===== config.mk =====
export PLATFORM = sky130hd
export DESIGN_NAME = sdm_sinc3_decim
export DESIGN_NICKNAME = d
export VERILOG_FILES = /design/src/rtl/sdm_dec_pkg.sv /design/src/rtl/sdm_clkgen.sv /design/src/rtl/sdm_seq.sv /design/src/rtl/sdm_sinc3_chan.sv /design/src/rtl/sdm_sinc3_decim.sv
export SDC_FILE = /design/constraint.sdc
export NUM_CORES = 2
export LEC_CHECK = 0
export BUFFER_PORTS_ARGS = -buffer_cell sky130_fd_sc_hd__clkbuf_2
export CAP_MARGIN = 20
export CORE_MARGIN = 2
export CORE_UTILIZATION = 41
export DETAILED_ROUTE_END_ITERATION = 10
export PLACE_DENSITY_LB_ADDON = 0.08
export SLEW_MARGIN = 30
export SYNTH_ARGS = -nofsm -noshare
export SYNTH_HDL_FRONTEND = slang
export SYNTH_SLANG_ARGS = --single-unit

===== constraint.sdc =====
create_clock -name clk -period 15.95 [get_ports clk]
set_input_delay 0 -clock clk [delete_from_list [all_inputs] [get_ports clk]]
set_output_delay 0 -clock clk [all_outputs]
set_load 0.005 [all_outputs]

===== src/rtl/sdm_dec_pkg.sv =====
package sdm_dec_pkg;

    typedef enum logic [1:0] {
        ST_IDLE  = 2'd0,
        ST_PRIME = 2'd1,
        ST_RUN   = 2'd2
    } dec_state_e;

    // Bits needed to hold +/-mag in two's complement
    function automatic int signed_bits(input longint mag);
        return $clog2(mag + 1) + 1;
    endfunction

endpackage


===== src/rtl/sdm_clkgen.sv =====
module sdm_clkgen #(
    parameter int DIV = 8
) (
    input  logic clk,
    input  logic rst_n,
    input  logic run_i,
    output logic mclk_o,
    output logic strobe_o
);
    localparam int CW   = (DIV > 2) ? $clog2(DIV) : 1;
    localparam int HALF = DIV / 2;

    logic [CW-1:0] cnt;
    logic [CW-1:0] cnt_n;

    always_comb begin
        strobe_o = run_i && (cnt == CW'(HALF - 1));
        cnt_n    = (cnt == CW'(DIV - 1)) ? '0 : cnt + CW'(1);
    end

    always_ff @(posedge clk or negedge rst_n) begin
        if (!rst_n) begin
            cnt    <= '0;
            mclk_o <= 1'b0;
        end else if (!run_i) begin
            cnt    <= '0;
            mclk_o <= 1'b0;
        end else begin
            cnt    <= cnt_n;
            mclk_o <= (cnt_n >= CW'(HALF));
        end
    end

    // the capture edge is the edge on which the modulator clock rises
    p_capture_on_rise_r2: assert property (@(posedge clk) disable iff (!rst_n)
        strobe_o |=> $rose(mclk_o));

    // a stopped block leaves the modulator clock low
    p_idle_clock_low_r9: assert property (@(posedge clk) disable iff (!rst_n)
        !run_i |=> !mclk_o);

endmodule


===== src/rtl/sdm_seq.sv =====
module sdm_seq
    import sdm_dec_pkg::*;
#(
    parameter int OSR     = 125,
    parameter int INTEG   = 4,
    parameter int DISCARD = 2
) (
    input  logic clk,
    input  logic rst_n,
    input  logic en_i,
    input  logic strobe_i,
    output logic run_o,
    output logic clr_o,
    output logic dec_o,
    output logic acc_o,
    output logic emit_o
);
    localparam int BW = (OSR > 1) ? $clog2(OSR) : 1;
    localparam int IW = (INTEG > 1) ? $clog2(INTEG) : 1;
    localparam int PW = $clog2(DISCARD + 1);

    dec_state_e    st;
    dec_state_e    st_n;
    logic [BW-1:0] bcnt;
    logic [IW-1:0] icnt;
    logic [PW-1:0] pcnt;
    logic          dec_end;

    assign dec_end = strobe_i && (bcnt == BW'(OSR - 1));

    // next-state logic
    always_comb begin
        st_n = st;
        if (!en_i) begin
            st_n = ST_IDLE;
        end else begin
            unique case (st)
                ST_IDLE:  st_n = ST_PRIME;
                ST_PRIME: if (dec_end && (pcnt == PW'(DISCARD - 1))) st_n = ST_RUN;
                ST_RUN:   st_n = ST_RUN;
                default:  st_n = ST_IDLE;
            endcase
        end
    end

    // state register
    always_ff @(posedge clk or negedge rst_n) begin
        if (!rst_n) st <= ST_IDLE;
        else        st <= st_n;
    end

    // outputs
    always_comb begin
        run_o  = en_i && (st != ST_IDLE);
        clr_o  = !run_o;
        dec_o  = dec_end;
        acc_o  = 1'b0;
        emit_o = 1'b0;
        unique case (st)
            ST_IDLE:  ;
            ST_PRIME: ;
            ST_RUN: begin
                acc_o  = dec_end;
                emit_o = dec_end && (icnt == IW'(INTEG - 1));
            end
            default:  ;
        endcase
    end

    // bit, priming and post-integration counters
    always_ff @(posedge clk or negedge rst_n) begin
        if (!rst_n) begin
            bcnt <= '0;
            icnt <= '0;
            pcnt <= '0;
        end else if (clr_o) begin
            bcnt <= '0;
            icnt <= '0;
            pcnt <= '0;
        end else begin
            if (strobe_i) bcnt <= dec_end ? '0 : bcnt + BW'(1);
            if (dec_end && (st == ST_PRIME)) pcnt <= pcnt + PW'(1);
            if (acc_o) icnt <= emit_o ? '0 : icnt + IW'(1);
        end
    end

    // nothing is accumulated before the discard count is complete
    p_primed_before_acc_r8: assert property (@(posedge clk) disable iff (!rst_n)
        acc_o |-> (pcnt == PW'(DISCARD)));

    // a low enable always returns the sequencer to idle
    p_idle_after_disable_r9: assert property (@(posedge clk) disable iff (!rst_n)
        !en_i |=> (st == ST_IDLE));

endmodule


===== src/rtl/sdm_sinc3_chan.sv =====
module sdm_sinc3_chan #(
    parameter int SINC_W     = 23,
    parameter int OUT_W      = 24,
    parameter int WORD_W     = 32,
    parameter int FULL_SCALE = 7812500
) (
    input  logic              clk,
    input  logic              rst_n,
    input  logic              clr_i,
    input  logic              strobe_i,
    input  logic              dec_i,
    input  logic              acc_i,
    input  logic              emit_i,
    input  logic              bit_i,
    output logic [WORD_W-1:0] word_o,
    output logic              valid_o
);
    localparam int PAD = WORD_W - OUT_W;
    localparam int EXT = OUT_W - SINC_W;
    localparam logic signed [OUT_W:0] FS_POS = (OUT_W + 1)'(FULL_SCALE);
    localparam logic signed [OUT_W:0] FS_NEG = -FS_POS;

    typedef logic signed [SINC_W-1:0] sw_t;
    typedef logic signed [OUT_W-1:0]  ow_t;

    sw_t x;
    sw_t int1, int2, int3;
    sw_t int1_n, int2_n, int3_n;
    sw_t dly1, dly2, dly3;
    sw_t cmb1, cmb2, cmb3;
    ow_t acc, cmb3_x, acc_sum;

    // integrator chain and combs, all in modular arithmetic
    always_comb begin
        x       = bit_i ? sw_t'(1) : sw_t'(-1);
        int1_n  = int1 + x;
        int2_n  = int2 + int1_n;
        int3_n  = int3 + int2_n;
        cmb1    = int3_n - dly1;
        cmb2    = cmb1 - dly2;
        cmb3    = cmb2 - dly3;
        cmb3_x  = {{EXT{cmb3[SINC_W-1]}}, cmb3};
        acc_sum = acc + cmb3_x;
    end

    always_ff @(posedge clk or negedge rst_n) begin
        if (!rst_n) begin
            int1    <= '0;
            int2    <= '0;
            int3    <= '0;
            dly1    <= '0;
            dly2    <= '0;
            dly3    <= '0;
            acc     <= '0;
            word_o  <= '0;
            valid_o <= 1'b0;
        end else if (clr_i) begin
            int1    <= '0;
            int2    <= '0;
            int3    <= '0;
            dly1    <= '0;
            dly2    <= '0;
            dly3    <= '0;
            acc     <= '0;
            word_o  <= '0;
            valid_o <= 1'b0;
        end else begin
            valid_o <= 1'b0;
            if (strobe_i) begin
                int1 <= int1_n;
                int2 <= int2_n;
                int3 <= int3_n;
            end
            if (dec_i) begin
                dly1 <= int3_n;
                dly2 <= cmb1;
                dly3 <= cmb2;
            end
            if (acc_i) begin
                if (emit_i) begin
                    word_o  <= {acc_sum, {PAD{1'b0}}};
                    acc     <= '0;
                    valid_o <= 1'b1;
                end else begin
                    acc <= acc_sum;
                end
            end
        end
    end

    // each strobe lasts one cycle
    p_valid_single_r7: assert property (@(posedge clk) disable iff (!rst_n)
        valid_o |=> !valid_o);

    // a reported result never leaves the full-scale range
    p_within_fullscale_r5: assert property (@(posedge clk) disable iff (!rst_n)
        valid_o |-> (($signed(word_o[WORD_W-1 -: OUT_W]) <= FS_POS) &&
                     ($signed(word_o[WORD_W-1 -: OUT_W]) >= FS_NEG)));

endmodule


===== src/rtl/sdm_sinc3_decim.sv =====
module sdm_sinc3_decim
    import sdm_dec_pkg::*;
#(
    parameter int NCH    = 4,
    parameter int DIV    = 8,
    parameter int OSR    = 125,
    parameter int INTEG  = 4,
    parameter int OUT_W  = 24,
    parameter int WORD_W = 32
) (
    input  logic                    clk,
    input  logic                    rst_n,
    input  logic                    en_i,
    input  logic [NCH-1:0]          sd_bit_i,
    output logic                    mclk_o,
    output logic [NCH*WORD_W-1:0]   sample_o,
    output logic [NCH-1:0]          valid_o
);
    localparam int ORDER      = 3;
    localparam int DISCARD    = ORDER - 1;
    localparam int SINC_GAIN  = OSR * OSR * OSR;
    localparam int FULL_SCALE = SINC_GAIN * INTEG;
    localparam int SINC_W     = signed_bits(longint'(SINC_GAIN)) + 1;

    logic run, clr, strobe, dec, acc, emit;

    sdm_clkgen #(
        .DIV (DIV)
    ) u_clkgen (
        .clk      (clk),
        .rst_n    (rst_n),
        .run_i    (run),
        .mclk_o   (mclk_o),
        .strobe_o (strobe)
    );

    sdm_seq #(
        .OSR     (OSR),
        .INTEG   (INTEG),
        .DISCARD (DISCARD)
    ) u_seq (
        .clk      (clk),
        .rst_n    (rst_n),
        .en_i     (en_i),
        .strobe_i (strobe),
        .run_o    (run),
        .clr_o    (clr),
        .dec_o    (dec),
        .acc_o    (acc),
        .emit_o   (emit)
    );

    for (genvar g = 0; g < NCH; g++) begin : g_chan
        sdm_sinc3_chan #(
            .SINC_W     (SINC_W),
            .OUT_W      (OUT_W),
            .WORD_W     (WORD_W),
            .FULL_SCALE (FULL_SCALE)
        ) u_chan (
            .clk      (clk),
            .rst_n    (rst_n),
            .clr_i    (clr),
            .strobe_i (strobe),
            .dec_i    (dec),
            .acc_i    (acc),
            .emit_i   (emit),
            .bit_i    (sd_bit_i[g]),
            .word_o   (sample_o[g*WORD_W +: WORD_W]),
            .valid_o  (valid_o[g])
        );
    end

endmodule


# Yosys cells after proc, flatten, opt, wreduce, memory -nomap -nowiden
# Index checks and enable logic that the tools add are counted.
classes:
  addsub: 32
  magnitude_cmp: 1
  eq_ne: 13
  mux: 95
  reduce_logical: 9
ops:
  columns: ["operator", "n"]
  rows:
  - ["23-bit 2-to-1 mux", 52]
  - ["32-bit 2-to-1 mux", 12]
  - ["24-bit 2-to-1 mux", 12]
  - ["23-bit adder", 12]
  - ["23-bit subtractor", 12]
  - ["24-bit by 23-bit adder with 24-bit output", 4]
  - ["7-bit 2-to-1 mux", 3]
  - ["2-bit 2-to-1 mux", 7]
  - ["2-bit by 1-bit != test with 1-bit output (second input constant)", 4]
  - ["7-bit by 1-bit adder with 7-bit output (second input constant)", 1]
  - ["7-bit == test (second input constant)", 1]
  - ["1-bit logical AND", 6]
  - ["1-bit 2-to-1 mux", 6]
  - ["3-bit 2-to-1 mux", 2]
  - ["2-bit one-hot mux with 3 select lines", 1]
  - ["2-bit by 1-bit adder with 2-bit output (second input constant)", 2]
  - ["2-bit by 1-bit == test with 1-bit output (second input constant)", 2]
  - ["2-bit == test (second input constant)", 2]
  - ["3-bit by 1-bit adder with 3-bit output (second input constant)", 1]
  - ["3-bit by 2-bit == test with 1-bit output (second input constant)", 1]
  - ["3-bit == test (second input constant)", 1]
  - ["3-bit greater-or-equal comparator (second input constant)", 1]
  - ["3-bit by 2-bit != test with 1-bit output (second input constant)", 1]
  - ["2-bit zero test", 1]
  - ["other kinds (3)", 3]
word_totals:
  register_bits: 794
  input_bits: 7
  word_cells: 189

# Logic depth before layout (Yosys ltp)
logic_depth:
  ltp_word: 11
  ltp_mapped: 52
  mapped_depth_nobuf: 52

# Hierarchy
# From an unflattened synthesis, not the netlist that was laid out.
hier_totals:
  hier_cells: 6527
  area_unflattened_um2: 59444.5
modules_own_cells:
  columns: ["mod", "instances", "cells_each", "area_per_inst_um2"]
  rows:
  - ["sdm_sinc3_chan (g_chan[2].u_chan ...)", 2, 1561, 14375.0]
  - ["sdm_sinc3_chan (g_chan[0].u_chan)", 1, 1705, 15084.5]
  - ["sdm_sinc3_chan (g_chan[1].u_chan)", 1, 1601, 14629.0]
  - ["sdm_seq", 1, 88, 830.8]
  - ["sdm_clkgen", 1, 11, 150.1]

# Worst setup path before layout
# Ideal clock, no wire load.
synth_timing:
  path_kind: "input port to flip-flop"
  startpoint: "in sd_bit_i[0]"
  endpoint: "reg g_chan[0].u_chan.word_o[31]"
  setup_time_ps: 132
  t_arrival_ps: 9058
  slack_ps: 6760
  path_stages: 48
  cell_sequence: "inv_1 -> ha_1 -> a21o_1 -> a21oi_1 -> o21bai_1 -> a21o_1 -> a21oi_1 -> inv_1 -> a21oi_1 -> xnor2_1 -> ha_1 -> o21ai_0 -> a32oi_2 -> a31oi_1 -> or3_1 -> xnor2_1 -> ha_1 -> nand2_1 -> [12 not listed] -> or2_1 -> xor2_1 -> ha_1 -> a21o_1 -> a21oi_1 -> nor2_1 -> a21oi_1 -> o311ai_1 -> a21oi_1 -> xor2_1 -> xnor2_1 -> xnor2_2 -> ha_1 -> a21oi_1 -> o21ai_0 -> xor2_1 -> xnor2_1 -> o21ai_1"
synth_via:
  elab_chain_cells: 11
synth_rtl:
  columns: ["item", "line_no", "text"]
  rows:
  - ["start, declared", "sdm_sinc3_decim.sv:14", "input logic [NCH-1:0] sd_bit_i,"]
  - ["23-bit 2-to-1 mux", "sdm_sinc3_chan.sv:35", "x = bit_i ? sw_t'(1) : sw_t'(-1);"]
  - ["23-bit adder", "sdm_sinc3_chan.sv:36", "int1_n = int1 + x;"]
  - ["23-bit adder", "sdm_sinc3_chan.sv:37", "int2_n = int2 + int1_n;"]
  - ["23-bit adder", "sdm_sinc3_chan.sv:38", "int3_n = int3 + int2_n;"]
  - ["23-bit subtractor", "sdm_sinc3_chan.sv:39", "cmb1 = int3_n - dly1;"]
  - ["23-bit subtractor", "sdm_sinc3_chan.sv:40", "cmb2 = cmb1 - dly2;"]
  - ["23-bit subtractor", "sdm_sinc3_chan.sv:41", "cmb3 = cmb2 - dly3;"]
  - ["24-bit by 23-bit adder with 24-bit output", "sdm_sinc3_chan.sv:43", "acc_sum = acc + cmb3_x;"]
  - ["32-bit 2-to-1 mux", "sdm_sinc3_chan.sv:80", "if (emit_i) begin"]
  - ["32-bit 2-to-1 mux", "sdm_sinc3_chan.sv:79", "if (acc_i) begin"]
  - ["32-bit 2-to-1 mux", "sdm_sinc3_chan.sv:57", "end else if (clr_i) begin"]
  - ["end signal, assigned", "sdm_sinc3_chan.sv:81", "word_o <= {acc_sum, {PAD{1'b0}}};"]
  - ["end, declared", "sdm_sinc3_chan.sv:15", "output logic [WORD_W-1:0] word_o,"]
# No other way between the ends. The select of a mux whose other input is x is not followed.
# A chain may end at the register's enable or synchronous reset.

# Final worst setup path
# Ends and elaborated chain as after synthesis.

==> metrics.md <==
| Metric | Value |
|---|---|
| Post-CTS setup repair buffer count | `0` |
| Final min period | `10.66 ns` |
| Chip height | `between 300 and 400 microns` |
| Worst-path fanout max | `22` |
| IO buf count | `107` |
| Layout Nets | `7239` |
| Period utilisation layout | `0.668` |
| Skew-Pair Late Insertion Delay | `0.70 ns` |
| Multi-input logic area | `35500 sq um` |
| Clock buffer depth | `3` |
| Pre-CTS setup slack | `5.03 ns` |
| Register area | `about 19000 sq um` |
| Hold_ws | `0.103 ns` |
| Full die area | `142000 sq um` |
| Pin slew with the least headroom to its limit | `1.03 ns` |
| Ports | `140` |
| Yosys Warn Count | `0` |
| Async SR Flop Fraction | `1.00` |
| Final RePlAce weighted congestion | `0.810` |
| Endpoints failing setup | `0` |
| Status | `finished clean` |
| Post-layout power | `~7.5 mW` |
| Fin cells | `between 8000 and 9000` |
| CTS tree | `built` |
| WL per Instance | `15.8 microns` |
| Synthesized area | `57200 sq um` |
| Kind of critical path | `primary input to flip-flop` |
| Post-synth EDFFs | `0` |
| Setup ws final | `5.29 ns` |
| Fmax | `~0.094 GHz` |
| Setup TNS | `0 ns` |
| Pin count of the biggest net entering global routing | `around 170` |
| Leak | `28.6 nW` |
| Worst hold path class | `primary input to flip-flop` |
| H-Tree Depth | `3` |
| Sink Count | `around 760` |
| TritonCTS buffer count | `100` |
| Maximum vdd drop | `~120 uV` |
| Distinct cell type count after synthesis | `89` |
| Core Area | `139000 sq um` |
| Ratio of cells with drive above 1 in the final layout | `0.0601` |
| Part of the Yosys area used for sequential elements | `0.333` |
| CP Capture Type | `flip-flop` |
| Synthesized instance count | `6518` |
| Count of cells resized by post-cts repair | `0` |
| Worst clock skew | `0.0320 ns` |
| Clock power share | `0.329` |
| First-pass GRT wire length | `approximately 220 mm` |
| Worst path slowest cell | `inv_1` |
| DRT antenna net count | `0` |
| Combinational share of power | `0.397` |
| Max_slew headroom | `0.316` |
| Most used DFF post-synth | `dfrtp_1` |
| DRC | `0` |
| GR Util All Layers | `0.189` |
| Fillcell total | `13500` |
| Switching part of the total power | `0.382` |
| CP Launch Type | `primary input` |
| PwrDens | `119 nW/um^2` |
| RSZ-0062 raised after global routing | `false` |
| Seq pwr share | `0.274` |
| Initial antenna violation count | `1` |
| Die W | `between 300 and 400 microns` |
| Worst path required time | `16.50 ns` |
| Initial Utilization | `0.411` |
| Slowest stage delay, CP | `0.64 ns` |
| Max Cap Viol | `0` |
| GR Overflow Total | `0` |
| Drt pass-1 iters | `8` |
| Clk slew on worst S/H paths | `approximately 0.06 ns` |
| FP Rows | `137` |
| Max-slew violations | `0` |
| # hold bufs at CTS | `7` |
| Dpl cells | `about 8300` |
| Area grow syn2layout | `10.7%` |
| NetSw | `2.88 mW` |
| CP Data Arrival Time | `11.20 ns` |
| Detailed Route Iter0 Violations | `2565` |
| Final hold violations | `0` |
| Routed WL | `135 mm` |
| DP HPWL | `95.6 mm` |
| Vias per Instance | `5.20` |
| Pint | `approximately 4.6 mW` |
| Vias | `44300` |
| Syn Area/Cell | `8.77 sq um` |
| Root buffer cell | `clkbuf_16` |
| ANT cells | `0` |
| Vias in the first global route | `41400` |
| #FFs+latches synth | `761` |
routing by layer:
metal / share of wire / global-route usage / vias to the layer above
li1: - / - / 23000
met2: 0.38 / 0.261 / 571
met4: 0.013 / 0.0381 / 0
met1: 0.57 / 0.308 / 20600
met5: 0 / 0 / -
met3: 0.034 / 0.0219 / 115
cell families (layout without fill, tap and decap cells):
kind of cell,count (synthesis),in the layout,share of synthesized area
mux,229,229,0.0401
other cells,1,32,0.0000656
simple gates,1857,1857,0.144
compound gates,1724,1724,0.194
flops,761,761,0.333
buf+inv,718,807,0.0495
fa+ha+maj,680,680,0.153
xor+xnor,548,548,0.0865
cells in the mapped netlist (all sizes together), types with 7 or more instances:
| master | count | share of area |
|---|---|---|
| a2111oi | 7 | 0.0011 |
| a211oi | 43 | 0.0058 |
| a21boi | 38 | 0.0050 |
| a21o | 183 | 0.024 |
| a21oi | 413 | 0.036 |
| a22o | 20 | 0.0031 |
| a311oi | 13 | 0.0022 |
| a31o | 18 | 0.0028 |
| a31oi | 39 | 0.0043 |
| a41oi | 10 | 0.0017 |
| and2 | 18 | 0.0020 |
| and3 | 48 | 0.0053 |
| buf | 62 | 0.0064 |
| clkbuf | 188 | 0.012 |
| dfrtp | 761 | 0.33 |
| fa | 28 | 0.0098 |
| ha | 652 | 0.14 |
| inv | 468 | 0.031 |
| mux2i | 229 | 0.040 |
| nand2 | 566 | 0.037 |
| nand2b | 65 | 0.0071 |
| nand3 | 211 | 0.018 |
| nand3b | 7 | 0.00092 |
| nand4 | 16 | 0.0018 |
| nor2 | 651 | 0.043 |
| nor2b | 83 | 0.0091 |
| nor3 | 106 | 0.0093 |
| nor4 | 8 | 0.00088 |
| o2111ai | 8 | 0.0012 |
| o211ai | 23 | 0.0030 |
| o21a | 81 | 0.011 |
| o21ai | 450 | 0.039 |
| o21bai | 59 | 0.0078 |
| o22ai | 10 | 0.0011 |
| o31a | 14 | 0.0021 |
| o31ai | 226 | 0.030 |
| o41a | 7 | 0.0014 |
| o41ai | 13 | 0.0028 |
| or2 | 27 | 0.0030 |
| or3 | 24 | 0.0026 |
| or4 | 8 | 0.0011 |
| xnor2 | 375 | 0.059 |
| xor2 | 168 | 0.026 |
cell usage in the layout (no fill, tap or decap), drive strengths merged, types with 226 or more instances in the layout:
cell / instances
a21oi: 413
clkbuf: 233
dfrtp: 761
ha: 652
inv: 472
mux2i: 229
nand2: 566
nor2: 651
o21ai: 450
o31ai: 226
xnor2: 375
metrics by stage:
stage,utilization,cell area (sq um)
detailed placement,0.428,59500
finish,0.455,63300
global placement,0.428,59500
CTS,0.455,63200
global route,0.455,63300
floorplan,-,57300
state kept, by name, summed over array words and instances (netlist names):
signal	count
g_chan.u_chan.int2	92
g_chan.u_chan.dly2	92
g_chan.u_chan.acc	96
u_seq.pcnt	2
g_chan.u_chan.word_o	96
u_seq.bcnt	7
u_seq.st	2
g_chan.u_chan.int3	92
u_seq.icnt	2
g_chan.u_chan.dly3	92
g_chan.u_chan.int1	92
g_chan.u_chan.dly1	92
u_clkgen.cnt	3
g_chan.u_chan.valid_o	1
worst max-delay path: cells and delay by family:
kind            cells  cell delay [ns]
compound gates     23             4.56
buf+inv             4             1.37
fa+ha+maj           7             2.34
xor+xnor            9             1.66
simple gates        7             1.26
power groups by stage:
| stage | Combinational [mW] | Clock, mW | Sequential, mW |
|---|---|---|---|
| 2_1_floorplan | 2.22 | 0 | 2.08 |
| 3_3_place_gp | 2.97 | 0 | 2.10 |
| 3_5_place_dp | 3.00 | 0 | 2.10 |
| 4_1_cts | 3.01 | 2.56 | 2.06 |
| 5_1_grt | 3.36 | 2.63 | 2.07 |
| 6_report | 2.99 | 2.47 | 2.06 |
path summary, 6_finish.rpt:
check	from	end	cells past startpoint	slack (ns)
setup / recovery	sd_bit_i[0]	g_chan[0].u_chan.word_o[31]$_DFFE_PN0P_	50	5.29
hold / removal	sd_bit_i[3]	g_chan[3].u_chan.int2[22]$_DFFE_PN0P_	7	0.10
setup reg to reg	g_chan[0].u_chan.int1[0]$_DFFE_PN0P_	g_chan[0].u_chan.word_o[31]$_DFFE_PN0P_	44	5.51
hold reg to reg	u_clkgen.cnt[0]$_DFF_PN0_	u_clkgen.cnt[0]$_DFF_PN0_	1	0.44
max in group asynchronous	rst_n	g_chan[0].u_chan.acc[10]$_DFFE_PN0P_	6	13.33
min in group asynchronous	rst_n	g_chan[1].u_chan.int1[5]$_DFFE_PN0P_	4	0.50
area by class of cell:
| cell class | count | share of cell area |
|---|---|---|
| Inverter | 468 | 0.0278 |
| Multi-Input combinational cell | 5070 | 0.561 |
| Sequential cell | 761 | 0.301 |
| Tap cell | 1876 | 0.0371 |
| Timing Repair Buffer | 151 | 0.0162 |
| Clock buffer | 127 | 0.0443 |
| Clock inverter | 61 | 0.0128 |
No activity file was read; power rests on OpenSTA's default activity.
